$ cat src/rtl/txq_pkg.sv
// Package: shared constants and types for the transmit queue.
// Assumes: the queue depth is a power of two.
package txq_pkg;

    localparam int unsigned TXQ_DEPTH = 32;   // default number of entries
    localparam int unsigned TXQ_DW    = 32;   // default word width
    localparam int unsigned CFG_W     = 8;    // configuration write width
    localparam int unsigned NUM_SRC   = 3;    // interrupt sources

    // bit positions of the status vector
    localparam int unsigned ST_FULL  = 0;
    localparam int unsigned ST_EMPTY = 1;
    localparam int unsigned ST_LOW   = 2;

    // configuration register select codes
    typedef enum logic [2:0] {
        SEL_LOW_LVL = 3'd0,
        SEL_DMA     = 3'd1,
        SEL_IEN_WR  = 3'd2,
        SEL_IEN_SET = 3'd3,
        SEL_IEN_CLR = 3'd4,
        SEL_FLUSH   = 3'd5
    } cfg_sel_e;

endpackage

$ cat src/rtl/txq_regs.sv
// Module: txq_regs
// Holds the configuration state: low-water level, DMA level and enable,
// interrupt enables and the flush register. Assumes one write per cycle;
// unknown select codes are ignored.
module txq_regs
    import txq_pkg::*;
#(
    parameter int unsigned LVL_W = 5
) (
    input  logic               clk,
    input  logic               rst_n,
    input  logic               cfg_we,
    input  logic [2:0]         cfg_sel,
    input  logic [CFG_W-1:0]   cfg_wdata,
    output logic [LVL_W-1:0]   low_lvl,
    output logic [LVL_W-1:0]   dma_lvl,
    output logic               dma_en,
    output logic [NUM_SRC-1:0] ien,
    output logic               flush_hold
);

    logic [CFG_W-1:0] flush_q;
    logic             unused_wdata;

    assign unused_wdata = ^cfg_wdata;

    // register update on configuration writes
    always_ff @(posedge clk) begin
        if (!rst_n) begin
            low_lvl <= '0;
            dma_lvl <= '0;
            dma_en  <= 1'b0;
            ien     <= '0;
            flush_q <= '0;
        end else if (cfg_we) begin
            case (cfg_sel_e'(cfg_sel))
                SEL_LOW_LVL: low_lvl <= cfg_wdata[LVL_W-1:0];
                SEL_DMA: begin
                    dma_lvl <= cfg_wdata[LVL_W-1:0];
                    dma_en  <= cfg_wdata[LVL_W];
                end
                SEL_IEN_WR:  ien     <= cfg_wdata[NUM_SRC-1:0];
                SEL_IEN_SET: ien     <= ien | cfg_wdata[NUM_SRC-1:0];
                SEL_IEN_CLR: ien     <= ien & ~cfg_wdata[NUM_SRC-1:0];
                SEL_FLUSH:   flush_q <= cfg_wdata;
                default: ;
            endcase
        end
    end

    // any non-zero flush value keeps the queue emptied
    assign flush_hold = (flush_q != '0);

endmodule

$ cat src/rtl/txq_store.sv
// Module: txq_store
// Circular buffer with read/write pointers and a fill counter. Pushes when
// full and pops when empty are refused. A flush hold resets pointers and count.
// Assumes DEPTH is a power of two.
module txq_store #(
    parameter int unsigned DW    = 32,
    parameter int unsigned DEPTH = 32,
    localparam int unsigned AW   = $clog2(DEPTH),
    localparam int unsigned CW   = AW + 1
) (
    input  logic          clk,
    input  logic          rst_n,
    input  logic          flush_hold,
    input  logic          push_valid,
    input  logic [DW-1:0] push_data,
    input  logic          pop_req,
    output logic [DW-1:0] pop_data,
    output logic          pop_valid,
    output logic [CW-1:0] count
);

    localparam logic [CW-1:0] FULL_CNT = CW'(DEPTH);

    logic [DW-1:0] mem [DEPTH];
    logic [AW-1:0] wr_ptr;
    logic [AW-1:0] rd_ptr;
    logic          push_ok;
    logic          pop_ok;

    // acceptance of each side
    always_comb begin
        push_ok = push_valid && (count != FULL_CNT) && !flush_hold;
        pop_ok  = pop_req && (count != '0) && !flush_hold;
    end

    // pointer and count bookkeeping
    always_ff @(posedge clk) begin
        if (!rst_n || flush_hold) begin
            wr_ptr <= '0;
            rd_ptr <= '0;
            count  <= '0;
        end else begin
            if (push_ok) wr_ptr <= wr_ptr + 1'b1;
            if (pop_ok)  rd_ptr <= rd_ptr + 1'b1;
            case ({push_ok, pop_ok})
                2'b10:   count <= count + 1'b1;
                2'b01:   count <= count - 1'b1;
                default: count <= count;
            endcase
        end
    end

    // storage write
    always_ff @(posedge clk) begin
        if (push_ok) mem[wr_ptr] <= push_data;
    end

    // show-ahead head word
    assign pop_data  = mem[rd_ptr];
    assign pop_valid = (count != '0) && !flush_hold;

endmodule

$ cat src/rtl/txq_flags.sv
// Module: txq_flags
// Derives full, empty and low-water conditions from the fill count, masks
// them into the interrupt and compares against the DMA level. Purely
// combinational; the conditions are not latched.
module txq_flags
    import txq_pkg::*;
#(
    parameter int unsigned DEPTH = 32,
    localparam int unsigned LVL_W = $clog2(DEPTH),
    localparam int unsigned CW    = LVL_W + 1
) (
    input  logic [CW-1:0]      count,
    input  logic [LVL_W-1:0]   low_lvl,
    input  logic [LVL_W-1:0]   dma_lvl,
    input  logic               dma_en,
    input  logic [NUM_SRC-1:0] ien,
    output logic [NUM_SRC-1:0] status,
    output logic               irq,
    output logic               dma_req
);

    localparam logic [CW-1:0] FULL_CNT = CW'(DEPTH);

    logic [NUM_SRC-1:0] masked;

    // level conditions
    always_comb begin
        status           = '0;
        status[ST_FULL]  = (count == FULL_CNT);
        status[ST_EMPTY] = (count == '0);
        status[ST_LOW]   = (count <= {1'b0, low_lvl});
    end

    // per-source masking
    for (genvar i = 0; i < NUM_SRC; i++) begin : g_mask
        assign masked[i] = status[i] & ien[i];
    end

    assign irq     = |masked;
    assign dma_req = dma_en && (count <= {1'b0, dma_lvl});

endmodule

$ cat src/rtl/txq_level_fifo.sv
// Module: txq_level_fifo (top)
// Transmit queue with threshold interrupts, a DMA refill request and a
// register-held flush. Assumes a single clock and synchronous reset.
module txq_level_fifo
    import txq_pkg::*;
#(
    parameter int unsigned DW    = TXQ_DW,
    parameter int unsigned DEPTH = TXQ_DEPTH,
    localparam int unsigned LVL_W = $clog2(DEPTH),
    localparam int unsigned CW    = LVL_W + 1
) (
    input  logic               clk,
    input  logic               rst_n,
    input  logic               push_valid,
    input  logic [DW-1:0]      push_data,
    input  logic               pop_req,
    output logic [DW-1:0]      pop_data,
    output logic               pop_valid,
    input  logic               cfg_we,
    input  logic [2:0]         cfg_sel,
    input  logic [CFG_W-1:0]   cfg_wdata,
    output logic [CW-1:0]      occupancy,
    output logic [NUM_SRC-1:0] raw_status,
    output logic [NUM_SRC-1:0] irq_enable,
    output logic               irq,
    output logic               dma_req
);

    logic [LVL_W-1:0] low_lvl;
    logic [LVL_W-1:0] dma_lvl;
    logic             dma_en;
    logic             flush_hold;

    txq_regs #(.LVL_W(LVL_W)) u_regs (
        .clk        (clk),
        .rst_n      (rst_n),
        .cfg_we     (cfg_we),
        .cfg_sel    (cfg_sel),
        .cfg_wdata  (cfg_wdata),
        .low_lvl    (low_lvl),
        .dma_lvl    (dma_lvl),
        .dma_en     (dma_en),
        .ien        (irq_enable),
        .flush_hold (flush_hold)
    );

    txq_store #(.DW(DW), .DEPTH(DEPTH)) u_store (
        .clk        (clk),
        .rst_n      (rst_n),
        .flush_hold (flush_hold),
        .push_valid (push_valid),
        .push_data  (push_data),
        .pop_req    (pop_req),
        .pop_data   (pop_data),
        .pop_valid  (pop_valid),
        .count      (occupancy)
    );

    txq_flags #(.DEPTH(DEPTH)) u_flags (
        .count   (occupancy),
        .low_lvl (low_lvl),
        .dma_lvl (dma_lvl),
        .dma_en  (dma_en),
        .ien     (irq_enable),
        .status  (raw_status),
        .irq     (irq),
        .dma_req (dma_req)
    );

endmodule

$ cat config.mk
export PLATFORM = sky130hd
export DESIGN_NAME = txq_level_fifo
export DESIGN_NICKNAME = d
export VERILOG_FILES = /design/src/rtl/txq_pkg.sv /design/src/rtl/txq_regs.sv /design/src/rtl/txq_store.sv /design/src/rtl/txq_flags.sv /design/src/rtl/txq_level_fifo.sv
export SDC_FILE = /design/constraint.sdc
export NUM_CORES = 1
export LEC_CHECK = 0
export ABC_AREA = 1
export ABC_CLOCK_PERIOD_IN_PS = 4600
export BUFFER_PORTS_ARGS = -buffer_cell sky130_fd_sc_hd__buf_2
export CAP_MARGIN = 20
export CORE_MARGIN = 4
export CORE_UTILIZATION = 25
export DETAILED_ROUTE_END_ITERATION = 10
export GPL_ROUTABILITY_DRIVEN = 0
export PLACE_DENSITY = 0.41
export SETUP_SLACK_MARGIN = 0.4
export SLEW_MARGIN = 5
export SYNTH_ARGS = -nofsm -noshare
export SYNTH_HDL_FRONTEND = slang
export SYNTH_HIERARCHICAL = 1
export SYNTH_SLANG_ARGS = --single-unit
$ cat constraint.sdc
create_clock -name clk -period 4.6 [get_ports clk]
set_input_delay 0.46 -clock clk [delete_from_list [all_inputs] [get_ports clk]]
set_output_delay 0.46 -clock clk [all_outputs]
set_load 0.1 [all_outputs]
==> qor.csv, run 1 <==
stage,metric,value,unit
cts,clock transition at the registers of the reported paths,60,ps
place,dpl hpwl,63400,um
floorplan,# IOs,95,
min_path,Hold EP,u_regs/flush_q[0],
cells_and_area,nets,3856,
min_path,Worst Hold Class,in -> reg,
worst_setup_path,crit path buf inv count,3,
sta,Final Cycle Share,88.8,%
worst_setup_path,Reg-to-Reg End,u_store/mem[31][29],
status,status,finished clean,
sta,final worst setup slack,517,ps
worst_setup_path,crit path cell chain,inv_12 > buf_4 > nand3_1 > nand2_1 > nand2_1 > nand2_1 > nor2_1 > a21oi_1 > buf_2,
worst_setup_path,crit start category,flip-flop,
sta,WHS,114,ps
synthesis,sequential area share after synthesis,72.6,%
detailed_routing,final WL,138000,um
synthesis,Synth Flop Type,edfxtp_1,
cells_and_area,Final Instance Area,50600,um2
pwr,Peak supply drop,0.457,mV
worst_setup_path,crit-path max FO,84,
worst_setup_path,crit-path leading delay family,buffers and inverters,
detailed_routing,drt wl/cell,22.3,um
grt,gr usage total,15.0,%
pwr,PD cells,468,nW/um2
detailed_routing,DRC violations left,0,
worst_setup_path,delay of the slowest critical-path stage,550,ps
cells_and_area,area delta synth->final,16.2,%
detailed_routing,via count,28300,
cts,clock tree buffer depth,3,
cts,CTS sink count,1067,
sta,RSZ-0062 raised after global routing,true,
place,placed cell areas,46700,um2
synthesis,fraction of registers with async set/reset,0,%
place,Placement Setup Slack,1100,ps
cells_and_area,"non-filler cells, final",6206,
cts,clock latency on the worst-skew pair,740,ps
worst_setup_path,FF-to-FF Start,u_regs/flush_q[5],
detailed_routing,drt via density,4.56,
sta,Worst-Margin Slew,1040,ps
cts,CTS tree,built,
grt,initial antenna violation count,9,
floorplan,DIE HEIGHT,425,um
floorplan,FP Rows,152,
worst_setup_path,WP data required,4140,ps
place,Buffers on Ports,94,
min_path,min-delay src,rst_n,
sta,minimum clock period,4080,ps
sta,Fin Setup TNS,0,ps
sta,Max Slew Vio Count,0,
min_path,hold depth,3,
pwr,Total Power,23.7,mW
sta,worst rel slew slack,30.3,%
detailed_routing,DRT iter0 DRCs,2121,
sta,fmax,245,MHz
synthesis,Mapped Avg Cell Area,11.7,um2
worst_setup_path,R2R depth,7,
synthesis,syn nets,3781,
worst_setup_path,Crit Path Category,reg -> out,
floorplan,total die area,181000,um2
synthesis,synthesized area,43500,um2
worst_setup_path,critical path's most frequent cell,nand2_1,
pwr,Leak Pwr,17.5,nW
synthesis,Yosys reg bits,1067,
worst_setup_path,Crit. End Element,output port,
grt,first-pass GRT wire length,200000,um
synthesis,Ys Warns,6,
worst_setup_path,Worst path slowest cell,dfxtp_4,
detailed_routing,DR pass1 iterations,5,
synthesis,Post-synth EDFFs,1024,
sta,skew final,43.0,ps
worst_setup_path,r2r setup slk,1540,ps
synthesis,Netlist cell types,33,
run,number of max-cap violations,0,
floorplan,chip width,425,um
synthesis,Cells after Synth,3715,
grt,grt total ovfl,0,
floorplan,Core Box Area,172000,um2
cts,total CTS buffers,119,
cells_and_area,share of cells above drive strength 1,10.1,%
cts,H-tree depth,3,
sta,final hold viol count,0,
floorplan,Starting Density,25.3,%
place,placed cells,5966,
grt,number of global-route vias before repair,27800,
cells_and_area,Layout Utilization,29.4,%
cts,Clock Tree Root,clkbuf_16,
sta,"Setup violations, final",0,
worst_setup_path,CP arrival,3620,ps
grt,largest net degree at the start of global routing,144,
detailed_routing,DRT antenna net count,0,
## final cells by class
cell class,count,area [um2]
timing repair inverter,1,16.3
antenna,2,5.00
timing repair buffer,181,1450
inverter,69,314
clock buffer,142,3060
sequential,1067,31600
clock inverter,83,627
multi-input combinational,2351,10600
fill,17800,122000
tap,2310,2890
## logic make-up after synthesis
logic type,Yosys count,synth area share (%)
XOR/XNOR,5,0.101
flip-flops,1067,72.6
adder cells (fa/ha/maj),18,0.518
AO/OA/AOI/OAI,284,3.50
AND/OR/NAND/NOR,2044,19.8
buffers and inverters,297,3.50
## worst min-delay path: cells and delay by family
| kind | cells | cell delay [ps] |
|---|---|---|
| buffers and inverters | 1 | 220 |
| AO/OA/AOI/OAI | 2 | 130 |
## metal layers
| metal | vias up | track usage (%) | share of wire (%) |
|---|---|---|---|
| met5 | - | 0 | 0.0094 |
| met4 | 2 | 3.23 | 1.6 |
| li1 | 13300 | - | - |
| met2 | 530 | 25.2 | 48 |
| met3 | 152 | 2.00 | 3.6 |
| met1 | 14400 | 20.8 | 47 |
## synth_stat cells, drive strengths merged, types with 2 or more instances
master	n	area, um2
nand2	1257	4730
edfxtp	1024	30700
nand3	664	3320
a21oi	217	1090
buf	192	1120
nor2	79	312
inv	65	249
dfxtp	43	861
clkbuf	36	135
nor3	35	175
o31ai	32	240
o21ai	31	163
ha	18	225
nand4	5	31.3
clkinv	4	15.0
xnor2	4	35.0
nor4	2	12.5
o21bai	2	15.0
## worst max path at each step
stage,start,endpoint,slack [ps],cells past startpoint
global route,flip-flop,pop_data[26],350,9
floorplan,u_store/count[4],u_store/mem[13][0],150,5
finish,flip-flop,pop_data[26],520,9
CTS,flip-flop,pop_data[26],420,9
global placement,flip-flop,pop_data[26],1110,9
detailed placement,flip-flop,pop_data[26],1100,9
## layout by cell type (no fill, tap or decap), types with 25 or more instances in the layout
cell type	instances
edfxtp_1	1024
buf_4	61
o21ai_0	28
dfxtp_1	38
nand3_1	664
nand2_1	1251
a21oi_1	216
buf_2	88
clkinv_1	43
nor3_2	25
clkinv_2	28
clkbuf_16	119
inv_1	58
o31ai_1	32
nor2_1	77
## sequential cells by signal, indices dropped and copies added (netlist names), named ones only
register	cells
u_store/mem	1024
u_regs/flush_q	8
u_store/count	6
u_regs/dma_lvl	5
u_regs/low_lvl	5
u_store/rd_ptr	5
u_store/wr_ptr	5
u_regs/ien	3
u_regs/dma_en	1
## timing repair
| item | in CTS | in global routing |
|---|---|---|
| pin swaps | 0 | 0 |
| buffers inserted | 3 | 1 |
| endpoints found under the hold margin | 15 | 0 |
| hold buffers | 8 | 0 |
| endpoints found under the setup margin | 14 | 17 |
| gates cloned | 1 | 0 |
| gates resized for setup | 4 | 2 |
## power by group
part | internal [mW] | switching, mW
Sequential | 10.7 | 0.0927
Combinational | 0.869 | 2.93
Clock | 5.08 | 3.98
(Power assumes the default switching activity.)
==> run 2: changes to the inputs <==
- CORE_UTILIZATION: 25 -> 35
- CTS_CLUSTER_SIZE: default -> 28
- PLACE_DENSITY: 0.41 -> 0.52
==> qor.csv, run 2 (same netlist as run 1, synthesis figures left out) <==
stage,metric,value,unit
worst_setup_path,crit-path max FO,161,
detailed_routing,DRC violations left,0,
grt,first-pass GRT wire length,183000,um
cells_and_area,Biggest register,u_store/mem,
sta,fmax,244,MHz
detailed_routing,DR pass1 iterations,5,
grt,number of global-route vias before repair,27100,
floorplan,FP Rows,129,
grt,grt total ovfl,0,
floorplan,Starting Density,35.2,%
cells_and_area,Final Instance Area,49700,um2
worst_setup_path,crit start category,flip-flop,
sta,worst rel slew slack,20.7,%
detailed_routing,DRT iter0 DRCs,2869,
place,placed cell areas,46100,um2
cts,clock latency on the worst-skew pair,720,ps
pwr,Leak Pwr,17.5,nW
cells_and_area,nets,3847,
sta,minimum clock period,4100,ps
sta,"Setup violations, final",0,
floorplan,# IOs,95,
worst_setup_path,Crit. End Element,output port,
cells_and_area,Regs by FF count,"u_store/mem (1024), u_regs/flush_q (8), u_store/count (6)",
sta,Worst-Margin Slew,1190,ps
worst_setup_path,CP arrival,3640,ps
status,status,finished clean,
sta,WHS,68.5,ps
sta,skew final,54.3,ps
floorplan,chip width,361,um
pwr,Peak supply drop,0.443,mV
detailed_routing,via count,28500,
grt,gr usage total,18.7,%
detailed_routing,drt wl/cell,22.7,um
floorplan,DIE HEIGHT,361,um
detailed_routing,final WL,125000,um
cells_and_area,share of cells above drive strength 1,9.73,%
sta,final hold viol count,0,
cts,clock transition at the registers of the reported paths,60,ps
cts,clock tree buffer depth,3,
cells_and_area,Layout Utilization,40.2,%
sta,Final Cycle Share,89.1,%
pwr,PD cells,472,nW/um2
cts,Post-CTS Setup Bufs,0,
cts,H-tree depth,3,
pwr,Total Power,23.5,mW
floorplan,Core Box Area,124000,um2
worst_setup_path,WP data required,4140,ps
sta,Fin Setup TNS,0,ps
cells_and_area,max reg flops,1024,
worst_setup_path,Crit Path Category,reg -> out,
grt,largest net degree at the start of global routing,162,
sta,RSZ-0062 raised after global routing,true,
min_path,Worst Hold Class,in -> reg,
cells_and_area,Fillers,11800,
cells_and_area,area delta synth->final,14.2,%
detailed_routing,DRT antenna net count,0,
grt,initial antenna violation count,7,
cts,CTS sink count,1067,
cts,CTS tree,built,
cells_and_area,"most common cell after layout, fill and taps aside",nand2_1,
cells_and_area,most frequent cells in the layout,"nand2_1, edfxtp_1, nand3_1",
floorplan,total die area,130000,um2
sta,Max Slew Vio Count,0,
detailed_routing,drt via density,5.17,
place,Buffers on Ports,94,
place,dpl hpwl,60000,um
run,number of max-cap violations,0,
cts,total CTS buffers,114,
cts,Clock Tree Root,clkbuf_16,
==> run 2: repair_timing <==
action,CTS,global route
resized for setup,0,3
hold endpoints to repair,4,0
endpoints found under the setup margin,0,7
hold buffers,3,0
==> run 2: final timing paths <==
kind / from / to / slack, ps / cells after the start
min reg2reg: u_store/rd_ptr[4] / flip-flop / 460 / 2
max reg2reg: u_regs/flush_q[5] / u_store/count[4] / 1650 / 17
min: cfg_wdata[0] / u_regs/ien[0] / 70 / 3
max: flip-flop / pop_data[1] / 500 / 9
==> run 2: area by class of cell <==
class | count | area, um2 | share of cell area (%)
flip-flops and latches | 1067 | 31600 | 63.7
multi-input cells | 2351 | 10600 | 21.3
clock buffers | 141 | 3000 | 6.03
well taps | 1637 | 2050 | 4.12
repair buffers | 178 | 1560 | 3.13
clock inverters | 69 | 567 | 1.14
inverters | 69 | 288 | 0.579
diodes | 3 | 7.51 | 0.0151
==> run 2: where the power goes <==
group          switching, mW  internal, mW
clock                   3.77          4.99
combinational           2.89         0.970
sequential            0.0916          10.7
==> run 2: per-stage QoR <==
| step | worst slack [ps] | std cells |
|---|---|---|
| detailed placement | 1200 | 5299 |
| CTS | 434 | 5512 |
| floorplan | 148 | 3715 |
| global placement | 1170 | 5299 |
| global route | 398 | 5512 |
| finish | 501 | 5515 |
==> run 2: critical path, stage by stage, from the launching register on <==
cell and delay, ps:
dfxtp_4 490, inv_16 490, buf_12 400, nand2_1 90
nand3_1 80, nand3_1 90, a21oi_1 200, nor2_1 80
a21oi_1 600, buf_12 260
==> run 2: per-layer routing <==
layer / vias to the layer above / global-route usage [%] / wire (um)
met2: 884 / 29.5 / 57600
met3: 162 / 3.09 / 7700
met5: - / 0 / 34
met4: 6 / 4.34 / 2670
met1: 14300 / 27.1 / 56900
li1: 13200 / - / -
